File: config.mk
export PLATFORM = sky130hd
export DESIGN_NAME = rand_trig_gen
export DESIGN_NICKNAME = d
export VERILOG_FILES = /design/src/rtl/rtrig_pkg.sv /design/src/rtl/rtrig_edge.sv /design/src/rtl/rtrig_rng.sv /design/src/rtl/rtrig_regs.sv /design/src/rtl/rand_trig_gen.sv
export SDC_FILE = /design/constraint.sdc
export NUM_CORES = 1
export LEC_CHECK = 0
export BUFFER_PORTS_ARGS = -buffer_cell sky130_fd_sc_hd__buf_4
export CAP_MARGIN = 20
export CORE_ASPECT_RATIO = 1.2
export CORE_MARGIN = 10
export CORE_UTILIZATION = 54
export CTS_CLUSTER_SIZE = 12
export DETAILED_ROUTE_END_ITERATION = 10
export PLACE_DENSITY = 0.84
export SYNTH_ARGS = -nofsm -noshare
export SYNTH_HDL_FRONTEND = slang
export SYNTH_SLANG_ARGS = --single-unit
File: constraint.sdc
create_clock -name clk -period 7.6 [get_ports clk]
set_input_delay 1.52 -clock clk [delete_from_list [all_inputs] [get_ports clk]]
set_output_delay 1.52 -clock clk [all_outputs]
set_load 0.01 [all_outputs]
File: src/rtl/rtrig_pkg.sv
package rtrig_pkg;
  localparam int TS_W   = 32;
  localparam int AMP_W  = 16;
  localparam int WORD_W = 16;
  localparam int LOG_W  = 8;
  localparam int REC_W  = TS_W + AMP_W + WORD_W + LOG_W;
  localparam logic [31:0] RNG_SEED = 32'h2545F491;

  // One xorshift step (13, 17, 5)
  function automatic logic [31:0] rng_step(input logic [31:0] s);
    logic [31:0] t;
    t = s ^ (s << 13);
    t = t ^ (t >> 17);
    t = t ^ (t << 5);
    return t;
  endfunction

  // Fake trigger-primitive record: timestamp, zero fields, all-ones logic bits
  function automatic logic [REC_W-1:0] make_record(input logic [TS_W-1:0] ts);
    return {ts, {AMP_W{1'b0}}, {WORD_W{1'b0}}, {LOG_W{1'b1}}};
  endfunction
endpackage

File: src/rtl/rtrig_edge.sv
module rtrig_edge (
  input  logic clk,
  input  logic rst,
  input  logic lsb_in,
  output logic evt
);
  logic lsb_q;
  logic primed_q;

  always_ff @(posedge clk) begin
    if (rst) begin
      lsb_q    <= 1'b0;
      primed_q <= 1'b0;
    end else begin
      lsb_q    <= lsb_in;
      primed_q <= 1'b1;
    end
  end

  assign evt = primed_q && (lsb_in != lsb_q);


  no_evt_unprimed_chk: assert property (@(posedge clk) disable iff (rst)
    $past(rst) |-> !evt);
endmodule

File: src/rtl/rtrig_rng.sv
module rtrig_rng
  import rtrig_pkg::*;
(
  input  logic        clk,
  input  logic        rst,
  input  logic        adv,
  output logic [31:0] next_val
);
  logic [31:0] state_q;

  assign next_val = rng_step(state_q);

  always_ff @(posedge clk) begin
    if (rst)      state_q <= RNG_SEED;
    else if (adv) state_q <= next_val;
  end


  rng_hold_chk: assert property (@(posedge clk) disable iff (rst)
    !adv |=> $stable(state_q));

  rng_nonzero_chk: assert property (@(posedge clk) disable iff (rst)
    state_q != 32'h0);
endmodule

File: src/rtl/rtrig_regs.sv
module rtrig_regs #(
  parameter int AW  = 4,
  parameter int DW  = 32,
  parameter int EW  = 16
) (
  input  logic          clk,
  input  logic          rst,
  input  logic          wr,
  input  logic          rd,
  input  logic [AW-1:0] addr,
  input  logic [DW-1:0] wdata,
  output logic [DW-1:0] rdata,
  output logic [DW-1:0] thr
);
  localparam logic [AW-1:0] A_THR = AW'(0);
  localparam logic [AW-1:0] A_ERR = AW'(1);
  localparam int E_ADDR = 0;
  localparam int E_VAL  = 1;

  logic [EW-1:0] err_q;
  logic [DW-1:0] thr_q;
  logic          bad_addr;
  logic          ro_write;

  assign bad_addr = (wr || rd) && (addr != A_THR) && (addr != A_ERR);
  assign ro_write = wr && (addr == A_ERR);

  always_ff @(posedge clk) begin
    if (rst) begin
      thr_q <= '0;
      err_q <= '0;
    end else begin
      if (wr && addr == A_THR) thr_q <= wdata;
      if (bad_addr) err_q[E_ADDR] <= 1'b1;
      if (ro_write) err_q[E_VAL]  <= 1'b1;
    end
  end

  always_comb begin
    rdata = '0;
    if (addr == A_THR)      rdata = thr_q;
    else if (addr == A_ERR) rdata = DW'(err_q);
  end

  assign thr = thr_q;


  err_sticky_chk: assert property (@(posedge clk) disable iff (rst)
    1'b1 |=> ((err_q & $past(err_q)) == $past(err_q)));

  ro_write_flag_chk: assert property (@(posedge clk) disable iff (rst)
    (wr && addr == A_ERR) |=> err_q[E_VAL]);

  bad_addr_flag_chk: assert property (@(posedge clk) disable iff (rst)
    ((wr || rd) && addr > A_ERR) |=> err_q[E_ADDR]);
endmodule

File: src/rtl/rand_trig_gen.sv
module rand_trig_gen
  import rtrig_pkg::*;
(
  input  logic        clk,
  input  logic        rst,
  input  logic [31:0] ts_in,
  input  logic        reg_wr,
  input  logic        reg_rd,
  input  logic [3:0]  reg_addr,
  input  logic [31:0] reg_wdata,
  output logic [31:0] reg_rdata,
  output logic        trg_valid,
  output logic [71:0] trg_data
);
  logic        evt;
  logic [31:0] rnd;
  logic [31:0] thr;
  logic        hit;

  rtrig_edge u_edge (
    .clk    (clk),
    .rst    (rst),
    .lsb_in (ts_in[0]),
    .evt    (evt)
  );

  rtrig_rng u_rng (
    .clk      (clk),
    .rst      (rst),
    .adv      (evt),
    .next_val (rnd)
  );

  rtrig_regs #(.AW(4), .DW(32), .EW(16)) u_regs (
    .clk   (clk),
    .rst   (rst),
    .wr    (reg_wr),
    .rd    (reg_rd),
    .addr  (reg_addr),
    .wdata (reg_wdata),
    .rdata (reg_rdata),
    .thr   (thr)
  );

  assign hit = evt && (rnd < thr);

  always_ff @(posedge clk) begin
    if (rst) begin
      trg_valid <= 1'b0;
      trg_data  <= '0;
    end else begin
      trg_valid <= hit;
      if (hit) trg_data <= make_record(ts_in);
    end
  end


  valid_cause_chk: assert property (@(posedge clk) disable iff (rst)
    trg_valid |-> $past(evt));

  zero_thr_chk: assert property (@(posedge clk) disable iff (rst)
    (evt && thr == 32'h0) |=> !trg_valid);

  rec_format_chk: assert property (@(posedge clk) disable iff (rst)
    trg_valid |-> (trg_data[7:0] == 8'hFF && trg_data[39:8] == 32'h0));

  rec_stamp_chk: assert property (@(posedge clk) disable iff (rst)
    trg_valid |-> trg_data[71:40] == $past(ts_in));
endmodule

==> results.md, run 1 <==
- Vias per cell: 5.53
- Clk sinks: 102
- Final setup fails: 0
- CP Capture Type: register
- Detail Route Antenna Nets: 0
- Synth Instances: 703
- Reg-to-reg slack, setup: 3130 ps
- Non-filler cells, final: 939
- Critical path depth in cells: 10
- Routed WL per cell: 17.0 um
- Area of the die: 0.0148 sq mm
- Cell count after placement: 919
- Worst EP required: 7840 ps
- Commonest non-fill, non-tap cell in the layout: buf_4
- Fmax achieved: 224 MHz
- Number of global-route vias before repair: 5156
- Synth area leaders: dfxtp_1, nand2_1, xnor2_1
- CP bufs+invs: 1
- Global route overflow: 0
- Area fraction of the dominant cell type after synthesis: 36.6%
- Avg Synthesized Cell Area: 7.95 sq um
- Core Region: 0.0101 sq mm
- Worst-Skew Late Latency: 350 ps
- Ys flop type: dfxtp_1
- Area leader, netlist: dfxtp_1
- Slowest CP cell: or4_1
- CTS tree: done
- Cts hold-fix bufs: 0
- First-pass GRT wire length: 25300 um
- Largest net degree at the start of global routing: 58
- CTS Buf Count: 9
- Syn-to-layout area delta: 22.7%
- Flops & latches, synth: 102
- Detailed Place HPWL: 11600 um
- Worst setup SP type: register
- Post-CTS Resized: 0
- Clock Tree Root: clkbuf_16
- CP top delay family: simple AND/OR/NAND/NOR gates
- Post-synth ARST share: 0%
- Initial core utilization: 55.5%
- Gpl congestion: 0.909
- Slew @ Worst Pin: 1120 ps
- Syn. warnings: 0
- DR vias: 5188
- Cell area power density: 251 mW/mm^2
- Row cnt: 40
- Setup ws final: 3130 ps
- Status: complete, no violations
- Final hold slack: 454 ps
- Initial antenna violation count: 0
- Period utilisation layout: 58.8%
- TNS Setup: 0 ps
- Max-slew violation count: 0
- DIE HEIGHT: 131 um
- TritonRoute pass-1 iters: 6
- Fin Clk Skew: 7.15 ps
- CP cell instances: xnor2_1 > xor2_1 > ha_1 > nand4_1 > nor4_1 > a221o_1 > or4_1 > or3_1 > buf_16 > mux2_1
- Max Buffers Root-to-Sink: 2
- Post-CTS Setup Inserts: 0
- # DRC: 0
- Final total power: 1.72 mW
- Final Cell Area: 0.00686 sq mm
- Tot GR Track Use: 20.3%
- RSZ-0062 raised after global routing: false
- Worst vdd ir: 0.130 mV
- Fin. Hold Viols: 0
- Netlist cell types: 37
- WL final: 16000 um
- Register area share after synthesis: 36.6%
- Cell Area, Synth: 0.00559 sq mm
- Worst slack at placement: 2900 ps
- Max_slew headroom: 25.2%
- Hold-critical path depth: 2
- Final nets: 911
- Placed cell areas: 0.00647 sq mm
- Worst-path clk slew: 70 ps
- CP Class: register to register
- Chip Width: 113 um
- Post-synth EDFFs: 0
- DRC violation total after the first TritonRoute iteration: 381
- LEAKAGE: 2.86 nW
- Hold Crit Class: register to register
- PortBufs: 144
- Tmin final: 4470 ps
- Max incr delay on CP: 850 ps
- Io pins: 177
- Antenna cells: 0
- Max cap viols: 0
- Reg2Reg Depth: 10
- Critical Path Fanout Max: 32
- Most frequent cells in the layout: buf_4, nand2_1, dfxtp_1
- Utilization after layout: 68.1%
- CP arrival: 4710 ps
- Fraction of layout cells with a size suffix above 1: 21.2%
- H-tree depth: 3
-- logic make-up (layout without fill, tap and decap cells) --
group | count (synthesis) | count (layout) | synth area share [%]
buffers and inverters | 124 | 203 | 11.4
AND/OR/NAND/NOR | 280 | 280 | 22.5
flip-flops | 102 | 102 | 36.6
multiplexers | 3 | 3 | 0.560
XOR/XNOR | 67 | 67 | 10.8
adder cells (fa/ha/maj) | 31 | 31 | 6.94
AO/OA/AOI/OAI | 95 | 95 | 11.3
other | 1 | 32 | 0.0671
-- worst register-to-register path, delay by kind of cell, from the launching register on --
family	cells	cell delay, ps
and+or+nand+nor	4	2020
xor gates and xnor gates	2	770
DFF	1	370
adders and majority gates	1	340
muxes	1	340
AOI/OAI and AO/OA	1	290
buffers and inverters	1	220
-- synth_stat cells, types with 2 or more instances --
cell	n
nand2_1	129
xnor2_1	46
a21o_1	4
and3_1	2
a31o_1	28
and2_1	3
ha_1	31
nor4_1	32
a221o_1	2
nor3_1	44
nand3_1	18
mux2i_1	2
nor2_1	39
nand4_1	4
a31o_2	3
nor2b_1	3
buf_4	39
inv_1	35
clkbuf_1	44
o21ai_0	6
xor2_1	20
a21oi_1	47
or3_1	5
buf_6	3
dfxtp_1	102
-- state kept, by name, indices dropped and copies added (netlist names) --
name	flops
u_regs.err_q	2
trg_data	33
u_regs.thr	32
u_edge.lsb_q	1
u_rng.state_q	32
trg_valid	1
u_edge.primed_q	1
-- path summary, 6_finish.rpt --
kind,startpoint,to
max,u_rng.state_q[6],trg_data[40]
min,u_regs.thr[16],u_regs.thr[16]
max reg2reg,u_rng.state_q[6],trg_data[40]
min reg2reg,u_regs.thr[16],u_regs.thr[16]
-- per-layer routing --
| layer | up-vias | routed length [um] | GRT usage (%) |
|---|---|---|---|
| met3 | 50 | 1330 | 6.79 |
| li1 | 2502 | - | - |
| met4 | 0 | 582 | 8.62 |
| met2 | 218 | 8070 | 34.0 |
| met1 | 2418 | 6000 | 22.7 |
| met5 | - | 0 | 0 |
-- cell type report --
type | instances | area, sq um
well taps | 126 | 158
multi-input cells | 508 | 3030
fillers | 797 | 3200
inverters | 36 | 135
flip-flops and latches | 102 | 2040
clock buffers | 10 | 239
repair buffers | 151 | 1200
clock inverters | 6 | 52.6
-- where the power goes --
part | switching, mW | internal (mW)
combinational | 0.370 | 0.287
sequential | 0.0386 | 0.577
clock | 0.213 | 0.236
total | 0.622 | 1.10
No activity file was read; power rests on OpenSTA's default activity.
==> inputs of run 2 (changes only) <==
Settings changed: CORE_UTILIZATION 54 to 47, PLACE_DENSITY 0.84 to 0.77.
Clock period 7.6 ns to 3.75 ns, I/O delays scaled along.
==> results.md, run 2 (synthesis results as in run 1) <==
- Status: complete, no violations
- Period utilisation layout: 94.7%
- TNS Setup: 0 ps
- Worst-Skew Late Latency: 350 ps
- Worst setup SP type: register
- Max incr delay on CP: 460 ps
- LEAKAGE: 2.90 nW
- Sw Share: 34.3%
- Tot GR Track Use: 18.7%
- Fraction of layout cells with a size suffix above 1: 22.2%
- CP cell instances: xor2_1 > xor2_1 > xnor2_1 > ha_1 > a21o_1 > a221o_1 > a221o_1 > or4_1 > or3_1 > buf_4 > a31o_2
- Switching component of the power: 1.19 mW
- CP Capture Type: register
- Comb pwr share: 37.8%
- Routed WL per cell: 16.2 um
- Worst-path clk slew: 70 ps
- CP arrival: 3790 ps
- # fillers: 1064
- First-pass GRT wire length: 25800 um
- Clock power share: 26.6%
- CP top delay family: compound AO/OA/AOI/OAI gates
- Seq pwr share: 35.6%
- Final Cell Area: 0.00695 sq mm
- Worst slack at placement: 244 ps
- Post-CTS Setup Inserts: 0
- Max-slew violation count: 0
- Cts hold-fix bufs: 0
- Design internal power: 2.29 mW
- Placed cell areas: 0.00663 sq mm
- Initial antenna violation count: 0
- CTS Buf Count: 9
- Final total power: 3.48 mW
- Global route overflow: 0
- Max cap viols: 0
- Final nets: 925
- Chip Width: 120 um
- # DRC: 0
- PortBufs: 144
- Fin. Hold Viols: 0
- DRC violation total after the first TritonRoute iteration: 361
- Max_slew headroom: 55.9%
- TritonRoute pass-1 iters: 5
- Max FFs per register: 33
- Most frequent cells in the layout: buf_4, nand2_1, dfxtp_1
- Syn-to-layout area delta: 24.5%
- CP bufs+invs: 1
- Fmax achieved: 282 MHz
- Core Region: 0.0116 sq mm
- Largest net degree at the start of global routing: 72
- H-tree depth: 3
- Vias per cell: 5.12
- Cell count after placement: 966
- Biggest register: trg_data
- Detail Route Antenna Nets: 0
- Tmin final: 3550 ps
- Worst vdd ir: 0.308 mV
- DR vias: 5042
- Final setup fails: 0
- Initial core utilization: 48.1%
- WL final: 15900 um
- RSZ-0062 raised after global routing: false
- Non-filler cells, final: 984
- Critical Path Fanout Max: 16
- Slowest CP cell: or4_1
- Clock Tree Root: clkbuf_16
- Antenna cells: 0
- Io pins: 177
- CTS tree: done
- Row cnt: 43
- Gpl congestion: 0.888
- DIE HEIGHT: 139 um
- Area of the die: 0.0167 sq mm
- Slew @ Worst Pin: 662 ps
- Post-CTS Resized: 0
- CP Class: register to register
- Max Buffers Root-to-Sink: 2
- Hold Crit Class: register to register
- Fin Clk Skew: 7.68 ps
- Clk sinks: 102
- Setup ws final: 199 ps
- Worst EP required: 3990 ps
- Number of global-route vias before repair: 5063
- Cell area power density: 501 mW/mm^2
- Commonest non-fill, non-tap cell in the layout: buf_4
- Detailed Place HPWL: 12000 um
-- run 2: changes by cell type in the layout (fill, tap and decap cells not counted), sizes merged --
cell and delta:
clkbuf +1, inv -2, bufinv +1, buf +14
-- run 2: worst paths after layout --
check / start / to / slack, ps / depth (start not counted)
max: u_rng.state_q[17] / trg_data[44] / 200 / 11
min: u_regs.err_q[0] / u_regs.err_q[0] / 450 / 2
max reg2reg: u_rng.state_q[17] / trg_data[44] / 200 / 11
min reg2reg: u_regs.err_q[0] / u_regs.err_q[0] / 450 / 2
-- run 2: area by class of cell --
| type | count | area (sq um) | area share, % |
|---|---|---|---|
| Tap cell | 157 | 196 | 2.83 |
| Inverter | 36 | 135 | 1.94 |
| Clock inverter | 5 | 58.8 | 0.846 |
| Clock buffer | 11 | 233 | 3.35 |
| Sequential cell | 102 | 2040 | 29.4 |
| Timing Repair Buffer | 165 | 1260 | 18.1 |
| Multi-Input combinational cell | 508 | 3030 | 43.6 |
-- run 2: metrics by stage --
step | utilization, % | hold WS [ps]
after floorplan | - | 425
after global placement | 57.0 | 437
after detailed placement | 57.0 | 438
after CTS | 59.5 | 447
after global routing | 59.8 | 470
final | 59.8 | 446
-- run 2: per-layer routing --
layer | GRT usage, % | part of all wire, %
met1 | 21.2 | 40
met2 | 30.0 | 47
met5 | 0 | 0
met3 | 8.30 | 10
met4 | 7.25 | 2.7
-- run 2: worst reg2reg max path, delay by kind of cell (launching register included) --
family          cells  cell delay, ps
compound gates      4            1070
simple gates        2             840
xor+xnor            3             640
flops               1             410
fa+ha+maj           1             280
buf+inv             1             220
-- run 2: power by group through the flow --
stage	combinational [mW]	clock, mW	sequential [mW]
final	1.31	0.926	1.24
after global routing	1.48	0.998	1.25
after CTS	1.31	0.942	1.24
after detailed placement	1.29	0	1.26
after global placement	1.27	0	1.26
after floorplan	0.924	0	1.27
==> inputs of run 3 (changes only) <==
Settings changed: ABC_AREA set to 0, BUFFER_PORTS_ARGS -buffer_cell sky130_fd_sc_hd__buf_4 to not set, CORE_UTILIZATION 47 to 54, DONT_BUFFER_PORTS set to 1, PLACE_DENSITY 0.77 to 0.72.
==> results.md, run 3 (synthesis results as in run 1) <==
- DRC violation total after the first TritonRoute iteration: 274
- FF-to-FF End: trg_data[44]
- Clk sinks: 102
- FF+latch area: 0.00204 sq mm
- WL final: 15000 um
- Io pins: 177
- Max-slew violation count: 0
- Initial core utilization: 55.5%
- Final setup fails: 0
- H-tree depth: 3
- Max Buffers Root-to-Sink: 2
- Number of global-route vias before repair: 4674
- TritonRoute pass-1 iters: 5
- Utilization after layout: 58.4%
- Commonest non-fill, non-tap cell in the layout: nand2_1
- CP arrival: 3840 ps
- Row cnt: 40
- Fraction of layout cells with a size suffix above 1: 6.90%
- CP Capture Type: register
- Tmin final: 3590 ps
- Setup ws final: 155 ps
- Fmax achieved: 278 MHz
- Largest net degree at the start of global routing: 65
- CP Class: register to register
- WHS Endpoint: u_regs.thr[29]
- Final hold slack: 450 ps
- Hold Crit Class: register to register
- # DRC: 0
- Final total power: 3.44 mW
- Status: complete, no violations
- Hold-critical path depth: 2
- TNS Setup: 0 ps
- Vias per cell: 5.73
- CTS Buf Count: 9
- DIE HEIGHT: 131 um
- CP dominant cell by count: a221o_1
- Worst-Skew Late Latency: 350 ps
- CP bufs+invs: 1
- Combined area of the multi-input logic cells: 0.00307 sq mm
- Fin Clk Skew: 5.67 ps
- Biggest register: trg_data
- LEAKAGE: 2.20 nW
- Routed WL per cell: 18.6 um
- Max incr delay on CP: 460 ps
- Worst slack at placement: 127 ps
- Global route overflow: 0
- Reg-to-reg slack, setup: 160 ps
- Chip Width: 113 um
- Clock Tree Root: clkbuf_16
- Max FFs per register: 33
- Worst EP required: 3990 ps
- First-pass GRT wire length: 23700 um
- # fillers: 895
- Tot GR Track Use: 19.3%
- Gpl congestion: 0.913
- Antenna cells: 0
- Fin. Hold Viols: 0
- CP cell instances: xor2_2 > xor2_1 > xnor2_1 > ha_1 > a21o_1 > a221o_1 > a221o_1 > or4_1 > or3_1 > buf_4 > a31o_2
- CP top delay family: compound AO/OA/AOI/OAI gates
- CTS tree: done
- Worst setup SP type: register
- Final nets: 780
- Period utilisation layout: 95.9%
- Worst vdd ir: 0.293 mV
- Critical Path Fanout Max: 33
- PortBufs: 0
- Max_slew headroom: 28.9%
- Slew @ Worst Pin: 1070 ps
- DR vias: 4621
- Initial antenna violation count: 0
- Worst-path clk slew: 70 ps
- Most frequent cells in the layout: nand2_1, dfxtp_1, a21oi_1
- Core Region: 0.0101 sq mm
- Worst r2r src: u_rng.state_q[17]
- Max cap viols: 0
- Reg2Reg Depth: 11
- Hold Startpoint: u_regs.thr[29]
- Slowest CP cell: or4_1
- Cell area power density: 585 mW/mm^2
- Syn-to-layout area delta: 5.24%
- Detailed Place HPWL: 11100 um
- Detail Route Antenna Nets: 0
- Area of the die: 0.0148 sq mm
-- run 3: cell count changes in the layout (fill, tap and decap cells not counted), moves of 2 or more --
cell	before	now
xor2_1	20	18
xnor2_1	46	42
buf_4	163	19
xor2_2	0	2
xnor2_2	0	4
dfxtp_1	102	100
dfxtp_2	0	2
-- run 3: layer usage --
metal  vias to the layer above  GRT usage (%)  part of all wire, %
met4                         0           10.7                  4.4
li1                       2231              -                    -
met2                       186           31.4                   48
met1                      2162           20.2                   37
met3                        42           8.65                   11
met5                         -              0                    0
-- run 3: worst min-delay path: cells and delay by family, from the launching register on --
family	cells	cell delay, ps
flip-flops	1	310
AND/OR/NAND/NOR	1	50
AO/OA/AOI/OAI	1	50
-- run 3: repair_timing --
action                     in CTS  in global routing
buffers inserted                0                  0
setup endpoints to repair       0                 31
resized for setup               0                  8
hold buffers                    0                  0
-- run 3: cell type report --
class                           count  share of cell area, %
Sequential cell                   102                   34.8
Timing Repair Buffer               20                   2.89
Tap cell                          126                   2.68
Clock buffer                       11                   4.13
Inverter                           36                   2.30
Clock inverter                      4                  0.937
Multi-Input combinational cell    508                   52.3
-- run 3: per-stage QoR --
| stage | cells | area, sq um |
|---|---|---|
| final | 807 | 5880 |
| after global routing | 807 | 5880 |
| after CTS | 806 | 5800 |
| after detailed placement | 791 | 5510 |
| after global placement | 791 | 5510 |
| after floorplan | 734 | 5700 |
-- run 3: how the worst max path moves through the flow --
| stage | endpoint | cells after the start | slack, ps | startpoint |
|---|---|---|---|---|
| 3_5_place_dp | trg_data[44] | 11 | 130 | u_rng.state_q[4] |
| 4_1_cts | trg_data[44] | 11 | 100 | u_rng.state_q[4] |
| 5_1_grt | trg_data[43] | 11 | -8 | u_rng.state_q[18] |
| 2_1_floorplan | trg_data[45] | 13 | 280 | u_rng.state_q[4] |
| 6_report | trg_data[44] | 11 | 160 | u_rng.state_q[17] |
| 3_3_place_gp | trg_data[43] | 11 | 250 | u_rng.state_q[4] |
-- run 3: where the power goes --
group | internal, mW | switching [mW] | leakage [nW] | total [mW]
clock | 0.537 | 0.412 | 0.143 | 0.949
combinational | 0.525 | 0.685 | 1.22 | 1.21
sequential | 1.17 | 0.109 | 0.831 | 1.28
total | 2.23 | 1.21 | 2.20 | 3.44
